==> config.mk <==
export PLATFORM = sky130hd
export DESIGN_NAME = aud_serial_port
export DESIGN_NICKNAME = d
export VERILOG_FILES = /design/src/rtl/aud_sp_pkg.sv /design/src/rtl/aud_clk_front.sv /design/src/rtl/aud_frame_track.sv /design/src/rtl/aud_rx_path.sv /design/src/rtl/aud_tx_path.sv /design/src/rtl/aud_serial_port.sv
export SDC_FILE = /design/constraint.sdc
export NUM_CORES = 1
export LEC_CHECK = 0
export BUFFER_PORTS_ARGS = -buffer_cell sky130_fd_sc_hd__buf_2
export CAP_MARGIN = 20
export CORE_ASPECT_RATIO = 0.8
export CORE_MARGIN = 2
export CORE_UTILIZATION = 50
export CTS_BUF_LIST = sky130_fd_sc_hd__clkbuf_8
export DETAILED_ROUTE_END_ITERATION = 8
export PLACE_DENSITY = 0.75
export SLEW_MARGIN = 20
export SYNTH_ARGS = -nofsm -noshare
export SYNTH_HDL_FRONTEND = slang
export SYNTH_SLANG_ARGS = --single-unit
==> constraint.sdc <==
create_clock -name clk -period 17.7 [get_ports clk]
set_input_delay 3.54 -clock clk [delete_from_list [all_inputs] [get_ports clk]]
set_output_delay 3.54 -clock clk [all_outputs]
set_load 0.02 [all_outputs]
==> src/rtl/aud_sp_pkg.sv <==
package aud_sp_pkg;
  typedef enum logic [1:0] {
    FMT_I2S  = 2'b00,
    FMT_LJ   = 2'b01,
    FMT_RJ24 = 2'b10,
    FMT_RJ16 = 2'b11
  } aud_fmt_e;

  function automatic logic fmt_delayed(input aud_fmt_e f);
    return (f == FMT_I2S);
  endfunction

  function automatic logic fmt_right_aligned(input aud_fmt_e f);
    return f[1];
  endfunction

  function automatic logic fmt_short(input aud_fmt_e f);
    return (f == FMT_RJ16);
  endfunction
endpackage

==> src/rtl/aud_clk_front.sv <==
module aud_clk_front #(
  parameter int SYNC_N = 2
) (
  input  logic clk,
  input  logic rst_n,
  input  logic cfg_master_i,
  input  logic ext_bclk_i,
  input  logic ext_lrck_i,
  input  logic gen_bclk_i,
  input  logic gen_lrck_i,
  input  logic sdin_i,
  output logic rst_ns,
  output logic master_q,
  output logic bclk_lvl,
  output logic bclk_rise,
  output logic lr_lvl,
  output logic din_lvl
);
  localparam int LINES = 3;

  logic [1:0]       rst_pipe;
  logic [LINES-1:0] raw;
  logic [LINES-1:0] synced;
  logic             bclk_prev;

  // reset: asserted asynchronously, released on clk
  always_ff @(posedge clk or negedge rst_n) begin
    if (!rst_n) rst_pipe <= '0;
    else        rst_pipe <= {rst_pipe[0], 1'b1};
  end
  assign rst_ns = rst_pipe[1];

  always_ff @(posedge clk or negedge rst_ns) begin
    if (!rst_ns) master_q <= 1'b0;
    else         master_q <= cfg_master_i;
  end

  // clock source selection: link pins as slave, generator as master
  always_comb begin
    raw[0] = master_q ? gen_bclk_i : ext_bclk_i;
    raw[1] = master_q ? gen_lrck_i : ext_lrck_i;
    raw[2] = sdin_i;
  end

  generate
    if (SYNC_N == 1) begin : g_sync1
      logic [LINES-1:0] stg;
      always_ff @(posedge clk or negedge rst_ns) begin
        if (!rst_ns) stg <= '0;
        else         stg <= raw;
      end
      assign synced = stg;
    end else begin : g_syncn
      logic [SYNC_N-1:0][LINES-1:0] stg;
      always_ff @(posedge clk or negedge rst_ns) begin
        if (!rst_ns) stg <= '0;
        else         stg <= {stg[SYNC_N-2:0], raw};
      end
      assign synced = stg[SYNC_N-1];
    end
  endgenerate

  always_ff @(posedge clk or negedge rst_ns) begin
    if (!rst_ns) bclk_prev <= 1'b0;
    else         bclk_prev <= synced[0];
  end

  assign bclk_lvl  = synced[0];
  assign lr_lvl    = synced[1];
  assign din_lvl   = synced[2];
  assign bclk_rise = synced[0] & ~bclk_prev;
endmodule

==> src/rtl/aud_frame_track.sv <==
module aud_frame_track
  import aud_sp_pkg::*;
#(
  parameter int WORD_W     = 24,
  parameter int SHORT_W    = 16,
  parameter int SLOT_W     = 6,
  parameter int LONG_HALF  = 32,
  parameter int SHORT_HALF = 24
) (
  input  logic              clk,
  input  logic              rst_ns,
  input  logic              master_q,
  input  aud_fmt_e          fmt,
  input  logic              bclk_rise,
  input  logic              lr_lvl,
  output logic [SLOT_W-1:0] nslot,
  output logic [SLOT_W-1:0] rel,
  output logic              ch_left,
  output logic              in_win,
  output logic              win_last,
  output logic              frame_start
);
  logic              lr_rise_q, ref_q, lr_eff, edge_seen, dly;
  logic              ref_d, lr_rise_d;
  logic [SLOT_W-1:0] nslot_d, half_q, half_d;
  logic [SLOT_W-1:0] wlen, wstart, wend;

  assign dly       = fmt_delayed(fmt);
  // delayed framing uses the frame clock as seen one bit earlier
  assign lr_eff    = dly ? lr_rise_q : lr_lvl;
  assign edge_seen = (lr_eff != ref_q);
  assign ch_left   = ref_q ^ dly;
  assign frame_start = edge_seen & (lr_eff ^ dly);

  assign wlen   = fmt_short(fmt) ? SLOT_W'(SHORT_W) : SLOT_W'(WORD_W);
  assign wstart = fmt_right_aligned(fmt) ? (half_q - wlen) : '0;
  assign wend   = wstart + wlen;
  assign rel    = nslot - wstart;
  assign in_win   = (nslot >= wstart) && (nslot < wend);
  assign win_last = (nslot == (wend - SLOT_W'(1)));

  always_comb begin
    ref_d     = ref_q;
    nslot_d   = nslot;
    half_d    = half_q;
    lr_rise_d = bclk_rise ? lr_lvl : lr_rise_q;
    if (edge_seen) begin
      ref_d   = lr_eff;
      nslot_d = '0;
      if (master_q)                            half_d = SLOT_W'(LONG_HALF);
      else if (nslot == SLOT_W'(SHORT_HALF))   half_d = SLOT_W'(SHORT_HALF);
      else                                     half_d = SLOT_W'(LONG_HALF);
    end else if (bclk_rise && (nslot != '1)) begin
      nslot_d = nslot + SLOT_W'(1);
    end
  end

  always_ff @(posedge clk or negedge rst_ns) begin
    if (!rst_ns) begin
      ref_q     <= 1'b0;
      lr_rise_q <= 1'b0;
      nslot     <= '0;
      half_q    <= SLOT_W'(LONG_HALF);
    end else begin
      ref_q     <= ref_d;
      lr_rise_q <= lr_rise_d;
      nslot     <= nslot_d;
      half_q    <= half_d;
    end
  end

  p_len_legal_r4: assert property (@(posedge clk) disable iff (!rst_ns)
    (half_q == SLOT_W'(LONG_HALF)) || (half_q == SLOT_W'(SHORT_HALF)));

  p_master_len_r5: assert property (@(posedge clk) disable iff (!rst_ns)
    master_q |-> (half_q == SLOT_W'(LONG_HALF)));

  p_frame_start_left_r3: assert property (@(posedge clk) disable iff (!rst_ns)
    frame_start |=> ch_left);
endmodule

==> src/rtl/aud_rx_path.sv <==
module aud_rx_path
  import aud_sp_pkg::*;
#(
  parameter int WORD_W  = 24,
  parameter int SHORT_W = 16
) (
  input  logic              clk,
  input  logic              rst_ns,
  input  aud_fmt_e          fmt,
  input  logic              bclk_rise,
  input  logic              din_lvl,
  input  logic              ch_left,
  input  logic              in_win,
  input  logic              win_last,
  output logic [WORD_W-1:0] rx_left_o,
  output logic [WORD_W-1:0] rx_right_o,
  output logic              rx_valid_o
);
  localparam int EXT_W = WORD_W - SHORT_W;

  logic [WORD_W-1:0] sh_q, sh_d, hold_q, hold_d, full, word;
  logic [WORD_W-1:0] l_d, r_d;
  logic              valid_d;

  assign full = {sh_q[WORD_W-2:0], din_lvl};
  assign word = fmt_short(fmt) ? {{EXT_W{full[SHORT_W-1]}}, full[SHORT_W-1:0]} : full;

  always_comb begin
    sh_d    = sh_q;
    hold_d  = hold_q;
    l_d     = rx_left_o;
    r_d     = rx_right_o;
    valid_d = 1'b0;
    if (bclk_rise && in_win) begin
      sh_d = full;
      if (win_last) begin
        if (ch_left) begin
          hold_d = word;
        end else begin
          l_d     = hold_q;
          r_d     = word;
          valid_d = 1'b1;
        end
      end
    end
  end

  always_ff @(posedge clk or negedge rst_ns) begin
    if (!rst_ns) begin
      sh_q       <= '0;
      hold_q     <= '0;
      rx_left_o  <= '0;
      rx_right_o <= '0;
      rx_valid_o <= 1'b0;
    end else begin
      sh_q       <= sh_d;
      hold_q     <= hold_d;
      rx_left_o  <= l_d;
      rx_right_o <= r_d;
      rx_valid_o <= valid_d;
    end
  end

  p_valid_single_r1: assert property (@(posedge clk) disable iff (!rst_ns)
    rx_valid_o |=> !rx_valid_o);
endmodule

==> src/rtl/aud_tx_path.sv <==
module aud_tx_path
  import aud_sp_pkg::*;
#(
  parameter int WORD_W  = 24,
  parameter int SHORT_W = 16,
  parameter int SLOT_W  = 6
) (
  input  logic              clk,
  input  logic              rst_ns,
  input  aud_fmt_e          fmt,
  input  logic              bclk_lvl,
  input  logic              frame_start,
  input  logic              ch_left,
  input  logic              in_win,
  input  logic [SLOT_W-1:0] rel,
  input  logic [WORD_W-1:0] tx_left_i,
  input  logic [WORD_W-1:0] tx_right_i,
  input  logic              tx_valid_i,
  output logic              sdout_o
);
  localparam int IDX_W = $clog2(WORD_W);

  logic [WORD_W-1:0] pend_l_q, pend_r_q, act_l_q, act_r_q;
  logic [WORD_W-1:0] pend_l_d, pend_r_d, act_l_d, act_r_d, cur;
  logic [IDX_W-1:0]  top, idx;
  logic              bit_nx, dout_d;

  assign top = fmt_short(fmt) ? IDX_W'(SHORT_W - 1) : IDX_W'(WORD_W - 1);
  assign idx = top - rel[IDX_W-1:0];
  assign cur = ch_left ? act_l_q : act_r_q;
  assign bit_nx = in_win ? cur[idx] : 1'b0;

  always_comb begin
    pend_l_d = tx_valid_i ? tx_left_i  : pend_l_q;
    pend_r_d = tx_valid_i ? tx_right_i : pend_r_q;
    act_l_d  = frame_start ? pend_l_d : act_l_q;
    act_r_d  = frame_start ? pend_r_d : act_r_q;
    // new bit only while the bit clock is low
    dout_d   = bclk_lvl ? sdout_o : bit_nx;
  end

  always_ff @(posedge clk or negedge rst_ns) begin
    if (!rst_ns) begin
      pend_l_q <= '0;
      pend_r_q <= '0;
      act_l_q  <= '0;
      act_r_q  <= '0;
      sdout_o  <= 1'b0;
    end else begin
      pend_l_q <= pend_l_d;
      pend_r_q <= pend_r_d;
      act_l_q  <= act_l_d;
      act_r_q  <= act_r_d;
      sdout_o  <= dout_d;
    end
  end
endmodule

==> src/rtl/aud_serial_port.sv <==
module aud_serial_port
  import aud_sp_pkg::*;
#(
  parameter int WORD_W     = 24,
  parameter int SHORT_W    = 16,
  parameter int LONG_HALF  = 32,
  parameter int SHORT_HALF = 24,
  parameter int SYNC_N     = 2
) (
  input  logic              clk,
  input  logic              rst_n,
  input  logic              cfg_master_i,
  input  logic [1:0]        cfg_fmt_i,
  input  logic              ext_bclk_i,
  input  logic              ext_lrck_i,
  input  logic              gen_bclk_i,
  input  logic              gen_lrck_i,
  output logic              bclk_o,
  output logic              lrck_o,
  output logic              clk_oe_o,
  input  logic              sdin_i,
  output logic              sdout_o,
  input  logic [WORD_W-1:0] tx_left_i,
  input  logic [WORD_W-1:0] tx_right_i,
  input  logic              tx_valid_i,
  output logic [WORD_W-1:0] rx_left_o,
  output logic [WORD_W-1:0] rx_right_o,
  output logic              rx_valid_o
);
  localparam int SLOT_W = $clog2(LONG_HALF) + 1;

  aud_fmt_e          fmt;
  logic              rst_ns, master_q, bclk_lvl, bclk_rise, lr_lvl, din_lvl;
  logic [SLOT_W-1:0] nslot, rel;
  logic              ch_left, in_win, win_last, frame_start;

  assign fmt      = aud_fmt_e'(cfg_fmt_i);
  assign clk_oe_o = master_q;
  assign bclk_o   = master_q & gen_bclk_i;
  assign lrck_o   = master_q & gen_lrck_i;

  aud_clk_front #(.SYNC_N(SYNC_N)) front_i (
    .clk(clk), .rst_n(rst_n), .cfg_master_i(cfg_master_i),
    .ext_bclk_i(ext_bclk_i), .ext_lrck_i(ext_lrck_i),
    .gen_bclk_i(gen_bclk_i), .gen_lrck_i(gen_lrck_i), .sdin_i(sdin_i),
    .rst_ns(rst_ns), .master_q(master_q), .bclk_lvl(bclk_lvl),
    .bclk_rise(bclk_rise), .lr_lvl(lr_lvl), .din_lvl(din_lvl)
  );

  aud_frame_track #(
    .WORD_W(WORD_W), .SHORT_W(SHORT_W), .SLOT_W(SLOT_W),
    .LONG_HALF(LONG_HALF), .SHORT_HALF(SHORT_HALF)
  ) track_i (
    .clk(clk), .rst_ns(rst_ns), .master_q(master_q), .fmt(fmt),
    .bclk_rise(bclk_rise), .lr_lvl(lr_lvl), .nslot(nslot), .rel(rel),
    .ch_left(ch_left), .in_win(in_win), .win_last(win_last),
    .frame_start(frame_start)
  );

  aud_rx_path #(.WORD_W(WORD_W), .SHORT_W(SHORT_W)) rx_i (
    .clk(clk), .rst_ns(rst_ns), .fmt(fmt), .bclk_rise(bclk_rise),
    .din_lvl(din_lvl), .ch_left(ch_left), .in_win(in_win),
    .win_last(win_last), .rx_left_o(rx_left_o), .rx_right_o(rx_right_o),
    .rx_valid_o(rx_valid_o)
  );

  aud_tx_path #(.WORD_W(WORD_W), .SHORT_W(SHORT_W), .SLOT_W(SLOT_W)) tx_i (
    .clk(clk), .rst_ns(rst_ns), .fmt(fmt), .bclk_lvl(bclk_lvl),
    .frame_start(frame_start), .ch_left(ch_left), .in_win(in_win),
    .rel(rel), .tx_left_i(tx_left_i), .tx_right_i(tx_right_i),
    .tx_valid_i(tx_valid_i), .sdout_o(sdout_o)
  );

  p_tx_hold_high_r2: assert property (@(posedge clk) disable iff (!rst_ns)
    (bclk_lvl && $past(bclk_lvl)) |-> $stable(sdout_o));
endmodule

==> flow_summary.toml <==
[drt]
wl_per_cell_um = 17.6
drc = 0
dr.pass1.iters = 4
viasPerCell = 5.23
routed_wl_um = 16400
vias = 4868
drt.antenna.violating_nets = 0
drt_iter0_drc = 275

[pwr]
total_power_mw = 1.17
peakVddDrop_mv = 0.0447
p_per_area_nw_per_um2 = 115
p_leak_nw = 5.12

[setup_path]
crit_fanout = 2
worstRegToRegCells = 11
r2r_start = "track_i.half_q[4]"
crit_chain = "buf_2 -> and2_1 -> buf_2"
cp_num_buf_inv = 2
ff2ff_setup_slack_ps = 13450
critPathCaptureType = "output pin"
crit_arrival_ps = 3930
crit_type = "input port to output pin"
crit_path_start_kind = "input port"
max_stage_delay_ps = 150
crit_top_cell = "buf_2"
required_ps = 14160
crit_family = "buffers and inverters"
critPathSlowestCell = "buf_2"
timing.rr.end = "rx_i.rx_left_o[6]"

[floorplan]
die_y_um = 122
dieWidth_um = 152
ios = 112
coreArea_sq_um = 17200
start_util_pct = 50.7
rows = 43
die_area_sq_um = 18500

[logic_synthesis]
synth-simple-area-share_pct = 3.49
yosys.area.top_type = "dfrtp_1"
yosys.area_share.xor_xnor_pct = 1.52
async_flop_share_pct = 100
netlist_top_cells_area = "dfrtp_1, mux2_2, mux4_2"
synth_top_family_by_area = "multiplexers"
synth.avg_cell_area_sq_um = 15.7
synth-seq-area-share_pct = 61.1
synth-compound-area-share_pct = 2.02
yosysWarnings = 0
synth_fp_nets = 622
synthAdderAreaFrac_pct = 1.29
synth_common_cells = "dfrtp_1, mux2_2, nor2_1, inv_1, nand2_1"
synth-seq-cells = 213
yosysUniqueCellTypes = 46
yosysMostFrequentCell = "dfrtp_1"
yosys.area.top_type_share_pct = 60.8
muxShareOfSynthArea_pct = 28.6
syn_area_sq_um = 8720
ys.flop_type = "dfrtp_1"
netlist_instances = 554
synth-edff-count = 0

[timing]
fin_crit_ps = 7470
fin_crit_sh_pct = 42.2
rsz0062_at_grt = "no"
report.final.setup_viol = 0
drv_slew = 0
hold_viol = 0
setup_tns_ps = 0
worst_clock_skew_ps = 17.4
max_freq_mhz = 134
relSlewSlack_pct = 34.6
worst_pin_slew_ps = 980

[layout]
area.growth.synth_to_final_pct = 16.7
final_nets = 748
drive_gt1_share_pct = 53.3
diodes = 0
stdcell_count = 930

[clock_tree]
cts_buffer_depth = 3
clockRootBuffer = "clkbuf_8"
post-cts-setup-buffer-count = 0
cts_buffers = 35
cts_resized = 0
cts_tree = "built"
cts_sinks = 213
cts_hold_buf = 0
h-tree-depth = 2
clk_pin_slew_ps = 60
clkLatencyLatePin_ps = 510

[place]
globalplace.congestion = 0.822
dp_hpwl_um = 11000
place_inst = 868
port_buffers = 111

[min_path]
hold_end = "front_i.synced[0]"
hold_depth = 0
min_from = "front_i.g_syncn.stg[0]"
hp-class = "flip-flop to flip-flop"

[run]
max_cap_viol_count = 0

[global_route]
antenna_found_initial = 0
grt_use_total_pct = 18.8
grt_max_degree = 90
grt_overflow = 0
first_global_vias = 5213
grt_first_pass_wirelength_um = 27100

[run_status]
status = "completed"
cell type report:
class | instances | area (sq um)
fill | 1333 | 7040
sequential | 213 | 5340
multi-input combinational | 306 | 3230
clock buffer | 44 | 606
timing repair buffer | 114 | 584
tap | 225 | 282
clock inverter | 18 | 98.8
inverter | 10 | 37.5
flip-flops by register name (all words and copies together), names as in the netlist:
signal / cells
tx_i.act_l_q: 24
track_i.half_q: 2
front_i.rst_pipe: 2
tx_i.pend_l_q: 24
front_i.synced: 3
track_i.lr_rise_q: 1
tx_i.pend_r_q: 24
tx_i.sdout_o: 1
rx_i.rx_left_o: 24
tx_i.act_r_q: 24
track_i.nslot: 6
rx_i.sh_q: 23
rx_i.rx_valid_o: 1
rx_i.rx_right_o: 24
rx_i.hold_q: 24
front_i.g_syncn.stg: 3
front_i.master_q: 1
track_i.ref_q: 1
front_i.bclk_prev: 1
stage by stage:
stage / hold WS [ps] / instance area (sq um) / worst slack [ps] / util (%)
after global placement: 335 / 9470 / 9880 / 55.0
after floorplan: 331 / 8720 / 10400 / -
final: 347 / 10200 / 10230 / 59.1
after global routing: 355 / 10200 / 10210 / 59.1
after CTS: 349 / 10200 / 10190 / 59.1
after detailed placement: 335 / 9470 / 9660 / 55.0
metal layers:
metal | up-vias | GRT usage [%] | routed length (um)
met2 | 101 | 29.5 | 8020
met4 | 0 | 6.94 | 314
met5 | - | 0 | 0
met1 | 2517 | 26.1 | 7380
met3 | 26 | 3.86 | 692
li1 | 2224 | - | -
how the worst max path moves through the flow:
stage	start	end	slack, ps	depth (start not counted)
after global placement	cfg_fmt_i[0]	rx_i.rx_right_o[22]	9880	12
after detailed placement	cfg_fmt_i[0]	rx_i.rx_left_o[6]	9660	12
after floorplan	gen_bclk_i	bclk_o	10400	1
after global routing	gen_bclk_i	bclk_o	10210	3
final	gen_lrck_i	lrck_o	10230	3
after CTS	cfg_fmt_i[0]	rx_i.rx_right_o[13]	10190	12
power breakdown:
group	internal, mW	total [mW]	switching, mW
clock	0.238	0.423	0.185
sequential	0.552	0.595	0.0434
combinational	0.0891	0.155	0.0663
total	0.879	1.17	0.295
cells by family after synthesis:
family,Yosys count
DFF,213
muxes,210
and+or+nand+nor,50
buffers and inverters,35
AOI/OAI and AO/OA,23
xor gates and xnor gates,13
adders and majority gates,9
other,1
placed cells by master, fill, tap and decap left out, types with 3 or more instances in the layout:
cell,synthesis,final
mux4_2,9,9
nand4_1,3,3
buf_4,2,3
nand2b_1,3,3
mux2i_1,6,6
a21o_1,9,9
clkbuf_8,0,44
nor2_1,15,15
nand2_1,10,10
a221o_1,3,3
inv_1,10,23
ha_1,9,9
buf_2,7,110
nor3_1,3,3
dfrtp_1,212,211
xor2_1,7,7
xnor2_1,5,5
mux2_4,9,9
clkinv_2,0,4
mux2_2,186,186
Power figures use the tool's default switching activity.
